--- src/rtl/irq_router_pkg.sv ---
package irq_router_pkg;

    // Per-timer event state: latched level status and a one-cycle edge pulse
    typedef struct packed {
        logic stat;
        logic pulse;
    } slot_state_t;

    // Legacy gate state: registered mode and sampled external levels
    typedef struct packed {
        logic legacy;
        logic rtc_lvl;
        logic pit_lvl;
    } leg_state_t;

    // Drive level for a line given whether it is active
    function automatic logic drive_level(input logic active, input logic low_true);
        return low_true ? ~active : active;
    endfunction

endpackage

--- src/rtl/tmr_event_slot.sv ---
module tmr_event_slot
    import irq_router_pkg::*;
(
    input  logic clk,
    input  logic rst_n,
    input  logic enable_i,
    input  logic level_i,
    input  logic fire_i,
    input  logic clear_i,
    output logic stat_o,
    output logic pulse_o
);

    slot_state_t st_d, st_q;

    always_comb begin
        st_d       = st_q;
        st_d.pulse = 1'b0;
        if (!enable_i) begin
            st_d.stat = 1'b0;
        end else if (fire_i) begin
            if (level_i) begin
                st_d.stat = 1'b1;
            end else begin
                st_d.stat  = 1'b0;
                st_d.pulse = 1'b1;
            end
        end else if (clear_i) begin
            st_d.stat = 1'b0;
        end
    end

    always_ff @(posedge clk or negedge rst_n) begin
        if (!rst_n) begin
            st_q <= '0;
        end else begin
            st_q <= st_d;
        end
    end

    assign stat_o  = st_q.stat;
    assign pulse_o = st_q.pulse;

endmodule

--- src/rtl/legacy_gate.sv ---
module legacy_gate
    import irq_router_pkg::*;
(
    input  logic clk,
    input  logic rst_n,
    input  logic legacy_i,
    input  logic pit_irq_i,
    input  logic rtc_irq_i,
    output logic legacy_q_o,
    output logic pit_pass_o,
    output logic rtc_pass_o,
    output logic pit_en_o
);

    leg_state_t lg_d, lg_q;

    always_comb begin
        lg_d         = lg_q;
        lg_d.legacy  = legacy_i;
        lg_d.rtc_lvl = rtc_irq_i;   // recorded in both modes
        lg_d.pit_lvl = pit_irq_i;
    end

    always_ff @(posedge clk or negedge rst_n) begin
        if (!rst_n) begin
            lg_q <= '0;
        end else begin
            lg_q <= lg_d;
        end
    end

    assign legacy_q_o = lg_q.legacy;
    assign pit_pass_o = ~lg_q.legacy & lg_q.pit_lvl;
    assign rtc_pass_o = ~lg_q.legacy & lg_q.rtc_lvl;
    assign pit_en_o   = ~lg_q.legacy;

endmodule

--- src/rtl/line_mapper.sv ---
module line_mapper
    import irq_router_pkg::*;
#(
    parameter int NUM_TIMERS = 4,
    parameter int NUM_LINES  = 32,
    parameter int INV_BASE   = 16,
    parameter int LEG_LINE_A = 0,
    parameter int LEG_LINE_B = 8,
    localparam int ROUTE_W   = $clog2(NUM_LINES)
) (
    input  logic                          legacy_q_i,
    input  logic [NUM_TIMERS*ROUTE_W-1:0] route_i,
    input  logic [NUM_TIMERS-1:0]         src_i,
    input  logic                          pit_pass_i,
    input  logic                          rtc_pass_i,
    output logic [NUM_LINES-1:0]          irq_o
);

    logic [NUM_LINES-1:0] active;

    always_comb begin
        active = '0;
        for (int t = 0; t < NUM_TIMERS; t++) begin
            logic [ROUTE_W-1:0] eff;
            eff = route_i[t*ROUTE_W +: ROUTE_W];
            if (legacy_q_i && t == 0) eff = ROUTE_W'(LEG_LINE_A);
            if (legacy_q_i && t == 1) eff = ROUTE_W'(LEG_LINE_B);
            if (src_i[t]) active[eff] = 1'b1;
        end
        active[LEG_LINE_A] = active[LEG_LINE_A] | pit_pass_i;
        active[LEG_LINE_B] = active[LEG_LINE_B] | rtc_pass_i;
    end

    for (genvar k = 0; k < NUM_LINES; k++) begin : g_pol
        if (k >= INV_BASE) begin : g_low
            assign irq_o[k] = drive_level(active[k], 1'b1);
        end else begin : g_high
            assign irq_o[k] = drive_level(active[k], 1'b0);
        end
    end

endmodule

--- src/rtl/irq_router_top.sv ---
module irq_router_top
    import irq_router_pkg::*;
#(
    parameter int NUM_TIMERS = 4,
    parameter int NUM_LINES  = 32,
    parameter int STAT_W     = 32,
    parameter int INV_BASE   = 16,
    parameter int LEG_LINE_A = 0,
    parameter int LEG_LINE_B = 8,
    localparam int ROUTE_W   = $clog2(NUM_LINES)
) (
    input  logic                          clk,
    input  logic                          rst_n,
    input  logic                          glb_en_i,
    input  logic                          legacy_i,
    input  logic [NUM_TIMERS-1:0]         tmr_en_i,
    input  logic [NUM_TIMERS-1:0]         trig_level_i,
    input  logic [NUM_TIMERS*ROUTE_W-1:0] route_i,
    input  logic [NUM_TIMERS-1:0]         fire_i,
    input  logic                          stat_wr_i,
    input  logic [STAT_W-1:0]             stat_wdata_i,
    input  logic                          pit_irq_i,
    input  logic                          rtc_irq_i,
    output logic [NUM_LINES-1:0]          irq_o,
    output logic [STAT_W-1:0]             status_o,
    output logic                          pit_en_o
);

    logic [NUM_TIMERS-1:0] stat_vec;
    logic [NUM_TIMERS-1:0] pulse_vec;
    logic                  legacy_q;
    logic                  pit_pass;
    logic                  rtc_pass;
    logic                  unused_wdata;

    assign unused_wdata = ^stat_wdata_i;

    for (genvar t = 0; t < NUM_TIMERS; t++) begin : g_slot
        tmr_event_slot u_slot (
            .clk      (clk),
            .rst_n    (rst_n),
            .enable_i (tmr_en_i[t] & glb_en_i),
            .level_i  (trig_level_i[t]),
            .fire_i   (fire_i[t]),
            .clear_i  (stat_wr_i & stat_wdata_i[t]),
            .stat_o   (stat_vec[t]),
            .pulse_o  (pulse_vec[t])
        );
    end

    legacy_gate u_leg (
        .clk        (clk),
        .rst_n      (rst_n),
        .legacy_i   (legacy_i),
        .pit_irq_i  (pit_irq_i),
        .rtc_irq_i  (rtc_irq_i),
        .legacy_q_o (legacy_q),
        .pit_pass_o (pit_pass),
        .rtc_pass_o (rtc_pass),
        .pit_en_o   (pit_en_o)
    );

    line_mapper #(
        .NUM_TIMERS (NUM_TIMERS),
        .NUM_LINES  (NUM_LINES),
        .INV_BASE   (INV_BASE),
        .LEG_LINE_A (LEG_LINE_A),
        .LEG_LINE_B (LEG_LINE_B)
    ) u_map (
        .legacy_q_i (legacy_q),
        .route_i    (route_i),
        .src_i      (stat_vec | pulse_vec),
        .pit_pass_i (pit_pass),
        .rtc_pass_i (rtc_pass),
        .irq_o      (irq_o)
    );

    assign status_o = STAT_W'(stat_vec);

endmodule

--- config.mk ---
export PLATFORM = sky130hd
export DESIGN_NAME = irq_router_top
export DESIGN_NICKNAME = d
export VERILOG_FILES = /design/src/rtl/irq_router_pkg.sv /design/src/rtl/tmr_event_slot.sv /design/src/rtl/legacy_gate.sv /design/src/rtl/line_mapper.sv /design/src/rtl/irq_router_top.sv
export SDC_FILE = /design/constraint.sdc
export NUM_CORES = 1
export LEC_CHECK = 0
export ABC_CLOCK_PERIOD_IN_PS = 3700
export CORE_ASPECT_RATIO = 1.2
export CORE_UTILIZATION = 37
export DETAILED_ROUTE_END_ITERATION = 8
export MAX_ROUTING_LAYER = met4
export PLACE_DENSITY = 0.92
export SYNTH_ARGS = -nofsm -noshare
export SYNTH_HDL_FRONTEND = slang
export SYNTH_SLANG_ARGS = --single-unit
--- constraint.sdc ---
create_clock -name clk -period 3.7 [get_ports clk]
set_clock_uncertainty 0.05 [all_clocks]
set_input_delay 1.11 -clock clk [delete_from_list [all_inputs] [get_ports clk]]
set_output_delay 1.11 -clock clk [all_outputs]
set_load 0.005 [all_outputs]
==> reports/qor.yml <==
status:
  outcome: "finished, violations left"
  violations: "negative setup slack"
global_route:
  grt.overflow.total: 0
  grt_pass1_vias: 2335
  grt_pass1_wl_um: 11000
  grt_util_met1_pct: 30.1
  antenna_found_initial: 0
  grt_max_degree: 21
  grt_util_met3_pct: 3.20
  gr-usage-met2_pct: 51.4
  grtUsageTotal_pct: 28.3
  top_usage_layer: "met2"
worst_setup_path:
  crit_required_ns: 2.54
  path_class: "input pin to output pin"
  startpoint_type: "input pin"
  path_cells: "clkdlybuf4s50_1 > buf_4 > and3_2 > a221oi_1 > dlygate4sd2_1"
  critPathMaxFanout: 7
  cp.arrival_ns: 2.55
  crit_path_end_kind: "output pin"
  cpPeakStageDelay_ns: 0.43
  cp_slowest_cell: "clkdlybuf4s50_1"
final_layout:
  multi_input_area_um2: 1730
  drive_above_1_share_pct: 36.9
  regArea_um2: 277
  instances_no_fill: 418
  fin_nets: 432
  final_common_cell: "buf_4"
  final_cell_mix: "buf_4 (45), dlygate4sd2_1 (38), conb_1 (28), clkdlybuf4s50_1 (28), nand2_1 (20)"
  fin_util_pct: 69.2
  fill_cells: 387
  area_growth_pct: 77.8
  antenna-diode-count: 0
power_and_ir_drop:
  sequentialPowerShare_pct: 29.7
  clock_power_share_pct: 25.9
  p_per_area_nw_per_um2: 140
  p_sw_share_pct: 34.1
  static-leakage-power_nw: 1.25
  peakVddDrop_mv: 0.200
  p_int_uw: 296
  switchingPower_uw: 153
  pwr-share-comb_pct: 44.5
timing:
  fmax_mhz: 270
  finalCritPeriodShare_pct: 100
  max-slew-margin-rel_pct: 60.4
  finalHoldViolations: 0
  worst_pin_slew_ns: 0.594
  timing.setup.tns_ns: -0.0208
  setup_ws_ns: -0.00873
  setup_violations: 3
  rsz0062_at_grt: "yes"
  drv_slew: 0
  period_needed_ns: 3.71
die:
  row_count: 27
  die_h_um: 78.4
  die-area_um2: 5150
  die_x_um: 65.7
  ios: 136
  initial_core_util_pct: 38.9
  coreArea_um2: 4630
route:
  vias: 2480
  drcViolationCount: 0
  dr.pass1.iters: 4
  drt-initial-drc-count: 187
  routed_wl_um: 7330
  wl_per_cell_um: 17.5
  ant_nets: 0
  viasPerCell: 5.93
min_path:
  hold_class: "flip-flop to flip-flop"
logic_synthesis:
  ys_seq_area_share_pct: 15.3
  netlist_instances: 238
  synth_top_cell_by_area: "dfrtp_1"
  synthTopCellsByArea: "dfrtp_1 (15%), buf_4 (13%), a22oi_1 (7.1%)"
  synth_top_area_share_pct: 15.3
  synth_area_um2: 1800
  ys_ff_latch: 11
  synth.distinct_cells: 36
  ys_warn_count: 0
  avgSynthCellArea_um2: 7.57
cts:
  clock_path_buffers: 2
  tritoncts: "done"
  clk_latency_ns: 0.23
  clock_sinks: 11
  root_buffer: "clkbuf_8"
  path_clk_slew_ns: 0.05
  cts_max_level: 1
  cts_made_buffers: 3
placed_design:
  placed_cells: 405
  hpwl_um: 5260
  gp_congestion: 0.921
  portBuffers: 79
run:
  cap_violations: 0
per-layer routing:
| metal | share of wire [%] | vias to the layer above | wire [um] |
|---|---|---|---|
| met4 | 4.4 | 0 | 326 |
| met2 | 53 | 130 | 3910 |
| met5 | 0 | - | 0 |
| met1 | 38 | 1181 | 2750 |
| met3 | 4.7 | 28 | 345 |
| li1 | - | 1141 | - |
flip-flops by register name, indices dropped and copies added (netlist names):
signal                 count
u_leg.legacy_q_o           1
g_slot.u_slot.stat_o       4
g_slot.u_slot.pulse_o      4
u_leg.lg_q                 2
final timing paths:
path / slack, ns / start / endpoint / depth (start not counted)
min in group asynchronous: 1.15 / rst_n / g_slot[1].u_slot.stat_o / 1
max in group asynchronous: 2.10 / rst_n / u_leg.legacy_q_o / 1
setup / recovery: -0.009 / route_i[8] / irq_o[27] / 5
hold / removal: 0.55 / g_slot[3].u_slot.stat_o / g_slot[3].u_slot.stat_o / 2
hold reg to reg: 0.55 / g_slot[3].u_slot.stat_o / g_slot[3].u_slot.stat_o / 2
setup reg to reg: 2.89 / g_slot[0].u_slot.stat_o / g_slot[0].u_slot.stat_o / 2
timing repair:
| action | CTS | global route |
|---|---|---|
| setup endpoints to repair | 32 | 19 |
| hold buffers | 0 | 0 |
| pin swaps | 14 | 3 |
| buffers inserted | 8 | 1 |
| gates resized for setup | 117 | 31 |
through the flow:
stage          total power [mW]  setup WS [ns]  instance area (um^2)  hold WS [ns]
2_1_floorplan             0.219          0.572                  1900         0.502
3_3_place_gp              0.305         -0.443                  2790         0.531
3_5_place_dp              0.308         -0.455                  2790         0.537
4_1_cts                   0.440         -0.155                  3120         0.547
5_1_grt                   0.477        -0.0596                  3200         0.573
6_report                  0.449       -0.00873                  3200         0.546
synthesized netlist by cell type, drive strengths merged:
library cell / n
nor2: 19
o221ai: 12
or3: 2
nor3: 13
a221oi: 12
dfrtp: 11
nor3b: 13
o211ai: 4
or3b: 2
or4b: 1
and2: 1
nor2b: 7
nand2: 20
conb: 1
or2: 3
a22oi: 17
o32ai: 1
o22ai: 18
nand3: 9
buf: 34
nand2b: 2
and3: 6
o21ai: 2
inv: 1
clkbuf: 2
a21oi: 5
nor4b: 3
nand3b: 15
nor4: 2
worst max-delay path, delay by kind of cell:
family                 cells  cell delay [ns]
buffers and inverters      3             0.88
AO/OA/AOI/OAI              1             0.33
AND/OR/NAND/NOR            1             0.22
power by group through the flow:
stage	clock network (mW)	logic [mW]	registers, mW
global route	0.129	0.214	0.134
global placement	0	0.172	0.133
detailed placement	0	0.175	0.133
finish	0.116	0.200	0.133
CTS	0.120	0.188	0.133
floorplan	0	0.0895	0.129
kinds of logic (layout without fill, tap and decap cells):
group / count (synthesis) / after routing / share of synthesized area (%)
other: 1 / 28 / 0.208
DFF: 11 / 11 / 15.3
AOI/OAI and AO/OA: 71 / 71 / 30.1
buffers and inverters: 37 / 132 / 15.0
and+or+nand+nor: 118 / 118 / 39.4
area by class of cell:
cell class	instances	share of cell area (%)
Multi-Input combinational cell	217	54.0
Timing Repair Buffer	127	33.6
Sequential cell	11	8.64
Tap cell	58	2.27
Clock buffer	3	1.29
Clock inverter	1	0.156
Inverter	1	0.117
No activity file was read; power rests on OpenSTA's default activity.
